==> src/rtl/stk_pkg.sv <==
package stk_pkg;
  typedef enum logic [2:0] {
    CMD_PUSH = 3'd0,
    CMD_POP  = 3'd1,
    CMD_CALL = 3'd2,
    CMD_INTR = 3'd3,
    CMD_RET  = 3'd4,
    CMD_RETI = 3'd5
  } cmd_e;

  typedef enum logic [1:0] {
    ST_IDLE,
    ST_A,
    ST_B,
    ST_C
  } st_e;

  function automatic logic cmd_legal(logic [2:0] c);
    return c <= 3'd5;
  endfunction
endpackage

==> src/rtl/stk_ptr.sv <==
module stk_ptr #(
  parameter int unsigned AW = 8,
  parameter logic [AW-1:0] RST_VAL = 8'h07
) (
  input  logic          clk_i,
  input  logic          rst_ni,
  input  logic          inc_i,
  input  logic          dec_i,
  input  logic          ld_i,
  input  logic [AW-1:0] ld_val_i,
  output logic [AW-1:0] sp_o
);
  always_ff @(posedge clk_i or negedge rst_ni) begin
    if (!rst_ni) sp_o <= RST_VAL;
    else if (inc_i) sp_o <= sp_o + AW'(1);
    else if (dec_i) sp_o <= sp_o - AW'(1);
    else if (ld_i) sp_o <= ld_val_i;
  end
endmodule

==> src/rtl/stk_sfr.sv <==
module stk_sfr #(
  parameter int unsigned AW = 8,
  parameter int unsigned SFR_AW = 8,
  parameter logic [SFR_AW-1:0] SP_ADDR = 8'h81
) (
  input  logic [SFR_AW-1:0] sfr_addr_i,
  input  logic              sfr_wr_i,
  input  logic [AW-1:0]     sfr_wdata_i,
  input  logic              free_i,
  input  logic [AW-1:0]     sp_i,
  output logic [AW-1:0]     sfr_rdata_o,
  output logic              ld_o,
  output logic [AW-1:0]     ld_val_o
);
  logic hit;
  assign hit         = (sfr_addr_i == SP_ADDR);
  assign sfr_rdata_o = hit ? sp_i : '0;
  assign ld_o        = sfr_wr_i && hit && free_i;
  assign ld_val_o    = sfr_wdata_i;
endmodule

==> src/rtl/stk_seq.sv <==
module stk_seq
  import stk_pkg::*;
#(
  parameter int unsigned DW = 8,
  localparam int unsigned PCW = 2 * DW
) (
  input  logic           clk_i,
  input  logic           rst_ni,
  input  logic           cmd_valid_i,
  input  logic [2:0]     cmd_i,
  input  logic [PCW-1:0] pc_i,
  input  logic [DW-1:0]  push_data_i,
  input  logic [DW-1:0]  sp_i,
  output logic           cmd_ready_o,
  output logic           accept_o,
  output logic           sp_inc_o,
  output logic           sp_dec_o,
  output logic [DW-1:0]  ram_addr_o,
  output logic           ram_we_o,
  output logic [DW-1:0]  ram_wdata_o,
  output logic           ram_re_o,
  input  logic [DW-1:0]  ram_rdata_i,
  output logic [DW-1:0]  pop_data_o,
  output logic [PCW-1:0] pc_o,
  output logic           done_o,
  output logic           isr_clr_o
);
  st_e             st_q, st_d;
  cmd_e            cmd_q;
  logic [PCW-1:0]  pc_q;
  logic [DW-1:0]   data_q, hi_q;
  logic            fin, hi_ld, pc_ld, pop_ld;

  assign cmd_ready_o = (st_q == ST_IDLE);
  assign accept_o    = cmd_ready_o && cmd_valid_i && cmd_legal(cmd_i);

  always_comb begin
    st_d        = st_q;
    ram_we_o    = 1'b0;
    ram_re_o    = 1'b0;
    ram_addr_o  = sp_i;
    ram_wdata_o = data_q;
    sp_inc_o    = 1'b0;
    sp_dec_o    = 1'b0;
    fin         = 1'b0;
    hi_ld       = 1'b0;
    pc_ld       = 1'b0;
    pop_ld      = 1'b0;
    case (st_q)
      ST_IDLE: if (accept_o) st_d = ST_A;
      ST_A: begin
        case (cmd_q)
          CMD_PUSH: begin
            ram_we_o   = 1'b1;
            ram_addr_o = sp_i + DW'(1);
            sp_inc_o   = 1'b1;
            fin        = 1'b1;
            st_d       = ST_IDLE;
          end
          CMD_CALL, CMD_INTR: begin
            ram_we_o    = 1'b1;
            ram_addr_o  = sp_i + DW'(1);
            ram_wdata_o = pc_q[DW-1:0];
            sp_inc_o    = 1'b1;
            st_d        = ST_B;
          end
          default: begin
            ram_re_o = 1'b1;
            sp_dec_o = 1'b1;
            st_d     = ST_B;
          end
        endcase
      end
      ST_B: begin
        case (cmd_q)
          CMD_CALL, CMD_INTR: begin
            ram_we_o    = 1'b1;
            ram_addr_o  = sp_i + DW'(1);
            ram_wdata_o = pc_q[PCW-1:DW];
            sp_inc_o    = 1'b1;
            fin         = 1'b1;
            st_d        = ST_IDLE;
          end
          CMD_POP: begin
            pop_ld = 1'b1;
            fin    = 1'b1;
            st_d   = ST_IDLE;
          end
          default: begin
            hi_ld    = 1'b1;
            ram_re_o = 1'b1;
            sp_dec_o = 1'b1;
            st_d     = ST_C;
          end
        endcase
      end
      ST_C: begin
        pc_ld = 1'b1;
        fin   = 1'b1;
        st_d  = ST_IDLE;
      end
      default: st_d = ST_IDLE;
    endcase
  end

  always_ff @(posedge clk_i or negedge rst_ni) begin
    if (!rst_ni) begin
      st_q       <= ST_IDLE;
      cmd_q      <= CMD_PUSH;
      pc_q       <= '0;
      data_q     <= '0;
      hi_q       <= '0;
      pop_data_o <= '0;
      pc_o       <= '0;
      done_o     <= 1'b0;
      isr_clr_o  <= 1'b0;
    end else begin
      st_q      <= st_d;
      done_o    <= fin;
      isr_clr_o <= pc_ld && (cmd_q == CMD_RETI);
      if (accept_o) begin
        cmd_q  <= cmd_e'(cmd_i);
        pc_q   <= pc_i;
        data_q <= push_data_i;
      end
      if (hi_ld)  hi_q       <= ram_rdata_i;
      if (pop_ld) pop_data_o <= ram_rdata_i;
      if (pc_ld)  pc_o       <= {hi_q, ram_rdata_i};
    end
  end
endmodule

==> src/rtl/stk_unit.sv <==
module stk_unit #(
  parameter int unsigned DATA_W = 8,
  parameter int unsigned SFR_AW = 8,
  parameter logic [SFR_AW-1:0] SP_SFR_ADDR = 8'h81,
  parameter logic [DATA_W-1:0] SP_RST = 8'h07,
  localparam int unsigned PC_W = 2 * DATA_W
) (
  input  logic              clk_i,
  input  logic              rst_ni,
  input  logic              cmd_valid_i,
  input  logic [2:0]        cmd_i,
  input  logic [PC_W-1:0]   pc_i,
  input  logic [DATA_W-1:0] push_data_i,
  output logic              cmd_ready_o,
  output logic              done_o,
  output logic [DATA_W-1:0] pop_data_o,
  output logic [PC_W-1:0]   pc_o,
  output logic              isr_clr_o,
  input  logic [SFR_AW-1:0] sfr_addr_i,
  input  logic              sfr_wr_i,
  input  logic [DATA_W-1:0] sfr_wdata_i,
  output logic [DATA_W-1:0] sfr_rdata_o,
  output logic [DATA_W-1:0] ram_addr_o,
  output logic              ram_we_o,
  output logic [DATA_W-1:0] ram_wdata_o,
  output logic              ram_re_o,
  input  logic [DATA_W-1:0] ram_rdata_i
);
  logic [DATA_W-1:0] sp_q, ld_val;
  logic              sp_inc, sp_dec, sp_ld, accept;

  stk_ptr #(.AW(DATA_W), .RST_VAL(SP_RST)) u_ptr (
    .clk_i, .rst_ni,
    .inc_i(sp_inc), .dec_i(sp_dec), .ld_i(sp_ld), .ld_val_i(ld_val),
    .sp_o(sp_q)
  );

  stk_sfr #(.AW(DATA_W), .SFR_AW(SFR_AW), .SP_ADDR(SP_SFR_ADDR)) u_sfr (
    .sfr_addr_i, .sfr_wr_i, .sfr_wdata_i,
    .free_i(cmd_ready_o && !accept),
    .sp_i(sp_q), .sfr_rdata_o, .ld_o(sp_ld), .ld_val_o(ld_val)
  );

  stk_seq #(.DW(DATA_W)) u_seq (
    .clk_i, .rst_ni, .cmd_valid_i, .cmd_i, .pc_i, .push_data_i,
    .sp_i(sp_q), .cmd_ready_o, .accept_o(accept),
    .sp_inc_o(sp_inc), .sp_dec_o(sp_dec),
    .ram_addr_o, .ram_we_o, .ram_wdata_o, .ram_re_o, .ram_rdata_i,
    .pop_data_o, .pc_o, .done_o, .isr_clr_o
  );
endmodule

==> config.mk <==
export PLATFORM = sky130hd
export DESIGN_NAME = stk_unit
export DESIGN_NICKNAME = d
export VERILOG_FILES = /design/src/rtl/stk_pkg.sv /design/src/rtl/stk_ptr.sv /design/src/rtl/stk_sfr.sv /design/src/rtl/stk_seq.sv /design/src/rtl/stk_unit.sv
export SDC_FILE = /design/constraint.sdc
export NUM_CORES = 1
export LEC_CHECK = 0
export ABC_AREA = 0
export BUFFER_PORTS_ARGS = -buffer_cell sky130_fd_sc_hd__buf_2
export CAP_MARGIN = 20
export CORE_MARGIN = 2
export CORE_UTILIZATION = 30
export DETAILED_ROUTE_END_ITERATION = 10
export SLEW_MARGIN = 0
export SYNTH_ARGS = -nofsm -noshare
export SYNTH_HDL_FRONTEND = slang
export SYNTH_HIERARCHICAL = 1
export SYNTH_SLANG_ARGS = --single-unit
==> constraint.sdc <==
create_clock -name clk_i -period 8.5 [get_ports clk_i]
set_clock_uncertainty 0.2 [all_clocks]
set_input_delay 0 -clock clk_i [delete_from_list [all_inputs] [get_ports clk_i]]
set_output_delay 0 -clock clk_i [all_outputs]
set_load 0.05 [all_outputs]
==> results of run 1 <==
## cell usage after synthesis, drive strengths merged (2+ instances only)
master and instances:
nand3 5, nand4 2, o31ai 4, and3 2, o22ai 2, xnor2 4, o21ai 14, a311o 2
and2 3, mux2i 6, nor2b 5, nor3b 2, a31oi 7, nand2 17, ha 8, a222oi 8
a21oi 6, clkbuf 6, or4b 2, dfrtp 68, dfstp 3, mux2 60, nor3 14, a21boi 2
inv 25, o31a 2, or3 2, a211o 3, nor2 16, buf 23, nand2b 5
## worst max-delay path, cell delays in order, from the launching register on
cell and delay [ns]:
dfrtp_1 0.38, inv_1 0.10, ha_1 0.25, nand2_1 0.11, a21o_1 0.77, inv_1 0.18, nor2b_4 0.15, nand2_1 0.09
nor3_4 0.42, mux2i_1 0.23, dlygate4sd3_1 0.56, mux2i_1 0.08
## power breakdown
| part | leakage [nW] | switching [mW] | internal [mW] | total, mW |
|---|---|---|---|---|
| sequential | 0.853 | 0.144 | 0.509 | 0.653 |
| combinational | 1.41 | 0.835 | 0.434 | 1.27 |
| clock | 0.167 | 0.151 | 0.289 | 0.440 |
| total | 2.43 | 1.13 | 1.23 | 2.36 |
## cell families (layout without fill, tap and decap cells)
kind of cell / after synthesis / after routing
multiplexers: 66 / 66
AO/OA/AOI/OAI: 59 / 59
adder cells (fa/ha/maj): 8 / 8
XOR/XNOR: 4 / 4
buffers and inverters: 54 / 196
flip-flops: 71 / 71
AND/OR/NAND/NOR: 80 / 80
## metrics by stage
| stage | area [um2] | hold WS, ns | power (mW) | util |
|---|---|---|---|---|
| final | 5255 | 0.01978 | 2.362 | 0.4164 |
| after CTS | 5255 | 0.01675 | 2.379 | 0.4164 |
| after global placement | 4439 | -0.02192 | 1.870 | 0.3518 |
| after floorplan | 3862 | -0.4956 | 1.635 | - |
| after global routing | 5255 | 0.04547 | 2.502 | 0.4164 |
| after detailed placement | 4439 | -0.003480 | 1.901 | 0.3518 |
## worst paths after layout
kind                                            from                    endpoint  slack, ns  cells past startpoint
max                        u_seq/st_q[0]$_DFFE_PN0P_   u_ptr/sp_o[0]$_DFFE_PN1P_       4.90                     11
min                                   sfr_wdata_i[3]   u_ptr/sp_o[3]$_DFFE_PN0P_       0.02                      4
max reg2reg                u_seq/st_q[0]$_DFFE_PN0P_   u_ptr/sp_o[0]$_DFFE_PN1P_       4.90                     11
min reg2reg                u_seq/pc_o[9]$_DFFE_PN0N_   u_seq/pc_o[9]$_DFFE_PN0N_       0.30                      1
max in group asynchronous                     rst_ni  u_seq/cmd_q[1]$_DFFE_PN0P_       7.36                      2
min in group asynchronous                     rst_ni   u_ptr/sp_o[6]$_DFFE_PN0P_       0.12                      2
## registers in the layout (all words and copies together) (netlist names)
signal / cells
u_seq/pc_o: 16
u_seq/pc_q: 16
u_ptr/sp_o: 8
u_seq/data_q: 8
u_seq/hi_q: 8
u_seq/pop_data_o: 8
u_seq/cmd_q: 3
u_seq/st_q: 2
u_seq/done_o: 1
u_seq/isr_clr_o: 1
## final cells by class
class / instances / area share
well taps: 172 / 0.04095
multi-input cells: 217 / 0.3433
inverters: 25 / 0.01786
clock buffers: 10 / 0.04357
repair buffers: 155 / 0.1933
clock inverters: 6 / 0.02214
flip-flops and latches: 71 / 0.3388
## routing by layer
layer  GRT usage  vias up  wire length, um
met1      0.1757     1526             4095
met3     0.04070       11              685
met4     0.05196        0              104
met5           0        -                0
met2      0.2412      125             4771
li1            -     1495                -
==> flow_summary.toml, run 1 <==
[outcome]
status = "finished, final reports clean"

[placed_design]
gpl.final_weighted_congestion = 0.8013
dp.cells = 593
io_buffers = 107
dp_hpwl_mm = 6.396
dp_slack_ns = 4.998

[routing]
vias = 3157
vias_per_cell = 4.813
drt.antenna.violating_nets = 0
drt-initial-drc-count = 285
drt-total-wl_mm = 9.657
drc = 0
firstDrtPassIters = 5
avgRoutedWirePerCell_um = 14.72

[worst_hold_path]
hold_class = "in -> reg"

[sta]
final_hold_viol_count = 0
setup_viol = 0
tns_ns = 0
slew_violations = 0
slew_headroom = 0.3241
rsz0062_at_grt = "false"
period_share = 0.4234
period_minus_slack_ns = 3.599
max_freq_ghz = 0.2779
tightest_slew_ns = 1.014
fin_ws_ns = 4.901

[floorplanning]
dieArea_mm2 = 0.01380
ios = 108
fp-row-count = 41
initial_core_util = 0.3061
die_y_um = 117.5
die_w_um = 117.5
core_area_mm2 = 0.01262

[finish]
antenna_cells = 0
multi_input_area_mm2 = 0.001804
seqCellArea_mm2 = 0.001780
drive_gt1_frac = 0.4215
final_common_cell = "buf_2"
most-common-layout-cells = "106 x buf_2, 68 x dfrtp_1, 60 x mux2_2, 47 x dlygate4sd3_1, 25 x inv_1"
stdcell_count = 656
nets = 542
fillers = 1265
syn_to_final_growth_pct = 36.05

[synthesis]
yosys_warnings = 6
synth_compound_area_frac = 0.1131
syn-cell-area_mm2 = 0.003862
synth-xor-area-share = 0.009070
synth.avg_cell_area_um2 = 11.29
async_flop_share = 1.000
synthSimpleGateAreaFrac = 0.1286
ys_types = 59
synth-seq-cells = 71
ys.flop_type = "dfrtp_1"
syn_nets = 405
synth_top_cell_by_area = "dfrtp_1"
synth-seq-area-share = 0.4610
synth_area_leaders = "dfrtp_1 44%, mux2_2 17%, ha_1 2.6%"
synthAdderAreaFrac = 0.02592
synth_top_family_by_area = "multiplexers"
netlist_instances = 342
synth_edf_count = 0
muxShareOfSynthArea = 0.1905
synth_top_area_frac = 0.4406

[global_routing]
grt_pass1_vias = 3232
grt_pass1_wl_mm = 15.99
antenna_found_initial = 0
overflow = 0
grt_max_degree = 72
track_usage = 0.1434

[setup_path]
cp-end-kind = "register"
cp.arrival_ns = 3.65
timing_worst_setup_path_type = "reg -> reg"
cp.required_ns = 8.55
start_kind = "register"
critPathMaxFanout = 27

[flow_run]
maxCapViolations = 0

[clock_network]
cts_resized = 0
h-tree-depth = 3
postCtsHoldBufs = 47
cts_setup_buffers = 0
clkSinkCount = 71
clk_pin_slew_ns = 0.06
cts_made_buffers = 9
tritoncts = "yes"
cts_buffer_depth = 2
cts_root_buf = "clkbuf_16"
clkLatencyLatePin_ns = 0.34

[power_and_ir_drop]
peakVddDrop_uv = 262.3
powerDensity_mw_per_mm2 = 449.6
p_leak_nw = 2.430
No activity file was read; power rests on OpenSTA's default activity.
==> run 2: changes to the inputs <==
Clock period 8.5 ns to 3.3 ns, I/O delays scaled along.
==> run 2 against run 1 <==
Combinational power rose to 2.6 times the previous value. Sequential power rose to 2.6 times the previous value. Clock-buffer cell count is the same. Register-to-register slack got worse by 4.4 ns. First-iteration DRC count down 14%. Via count fell by 0.73%. Largest power group unchanged.
==> flow_summary.toml, run 2 (synthesized netlist as in run 1, its figures left out) <==
[clock_network]
cts_buffer_depth = 2
clkLatencyLatePin_ns = 0.33
cts_root_buf = "clkbuf_16"
cts_setup_buffers = 0
h-tree-depth = 3
clkSinkCount = 71
cts_made_buffers = 9
tritoncts = "yes"
clk_pin_slew_ns = 0.05

[flow_run]
maxCapViolations = 0

[routing]
drt-total-wl_mm = 9.467
vias_per_cell = 4.792
firstDrtPassIters = 6
drc = 0
drt-initial-drc-count = 245
vias = 3134
drt.antenna.violating_nets = 0
avgRoutedWirePerCell_um = 14.48

[global_routing]
grt_pass1_wl_mm = 15.82
grt_max_degree = 72
antenna_found_initial = 0
grtUsageMet2 = 0.2372
busiest_layer = "met2"
overflow = 0
met1_usage = 0.1731
grt_pass1_vias = 3199
met3_usage = 0.03973
track_usage = 0.1428

[sta]
tightest_slew_ns = 0.9076
period_share = 0.8785
period_minus_slack_ns = 2.899
tns_ns = 0
final_hold_viol_count = 0
slew_headroom = 0.3949
rsz0062_at_grt = "false"
setup_viol = 0
slew_violations = 0
max_freq_ghz = 0.3450

[finish]
syn_to_final_growth_pct = 34.86
nets = 542
most-common-layout-cells = "106 x buf_2, 68 x dfrtp_1, 60 x mux2_2, 46 x dlygate4sd3_1, 25 x inv_1"
final_common_cell = "buf_2"
largestRegisters = "u_seq/pc_o (16), u_seq/pc_q (16)"
antenna_cells = 0
drive_gt1_frac = 0.4212

[setup_path]
start_kind = "register"
timing_worst_setup_path_type = "reg -> out"
cp-end-kind = "primary output"
r2r_slack_ns = 0.50
cp.arrival_ns = 2.70
cp.required_ns = 3.10
critPathMaxFanout = 10

[power_and_ir_drop]
p_leak_nw = 2.408
powerDensity_mw_per_mm2 = 1144
peakVddDrop_uv = 574.6
power_mw = 5.958

[worst_hold_path]
hold_class = "in -> reg"

[floorplanning]
ios = 108
core_area_mm2 = 0.01262
dieArea_mm2 = 0.01380
die_w_um = 117.5
die_y_um = 117.5
fp-row-count = 41
initial_core_util = 0.3061

[placed_design]
io_buffers = 107
dp_hpwl_mm = 6.370
gpl.final_weighted_congestion = 0.8438

[outcome]
status = "finished, final reports clean"
## run 2: changes by cell type in the layout (fill, tap and decap cells not counted)
cell / delta
clkinvlp_4: +1
clkinv_4: -2
buf_4: +1
inv_6: -1
bufinv_16: -1
clkinv_2: +1
dlygate4sd3_1: -1
## run 2: routing by layer
layer | vias to the layer above | routed length [um]
met2 | 110 | 4685
li1 | 1493 | -
met4 | 0 | 159
met3 | 14 | 499
met5 | - | 0
met1 | 1517 | 4123
## run 2: report_power, final
group	switching [mW]	internal [mW]	total (mW)
clock network	0.347	0.651	0.998
logic	2.17	1.11	3.28
registers	0.365	1.31	1.68
## run 2: path summary, 6_finish.rpt
path / from / end / depth (start not counted)
max: u_seq/st_q[0]$_DFFE_PN0P_ / ram_wdata_o[3] / 7
min: sfr_wr_i / u_ptr/sp_o[0]$_DFFE_PN1P_ / 5
max reg2reg: u_seq/st_q[0]$_DFFE_PN0P_ / u_ptr/sp_o[5]$_DFFE_PN0P_ / 9
min reg2reg: u_seq/hi_q[6]$_DFFE_PN0N_ / u_seq/hi_q[6]$_DFFE_PN0N_ / 1
max in group asynchronous: rst_ni / u_seq/data_q[3]$_DFFE_PN0P_ / 2
min in group asynchronous: rst_ni / u_ptr/sp_o[7]$_DFFE_PN0P_ / 2
## run 2: worst max-delay path: stages (launching register included)
cell	delay (ns)
dfrtp_1	0.40
inv_1	0.13
ha_1	0.46
nor2_4	0.11
o21ai_1	0.64
a222oi_1	0.24
inv_1	0.11
buf_2	0.27
## run 2: area by class of cell
type	count	area, um2
multi-input combinational	217	1804
tap	172	215.2
inverter	25	93.84
clock inverter	4	72.57
timing repair buffer	155	1013
sequential	71	1780
fill	1225	7411
clock buffer	10	229.0
## run 2: stage by stage
stage	utilization	std cells	area [um2]	setup WS [ns]	hold WS (ns)
3_3_place_gp	0.3524	594	4447	0.6667	-0.02108
5_1_grt	0.4128	654	5209	0.2262	0.03245
4_1_cts	0.4128	654	5209	0.4225	0.006146
3_5_place_dp	0.3524	594	4447	0.5424	-0.01128
6_report	0.4128	654	5209	0.4011	0.02210
2_1_floorplan	-	342	3862	0.1273	-0.4956
## run 2: timing repair
action,CTS,global route
hold buffers,46,0
resized for setup,0,0
endpoints found under the hold margin,126,0
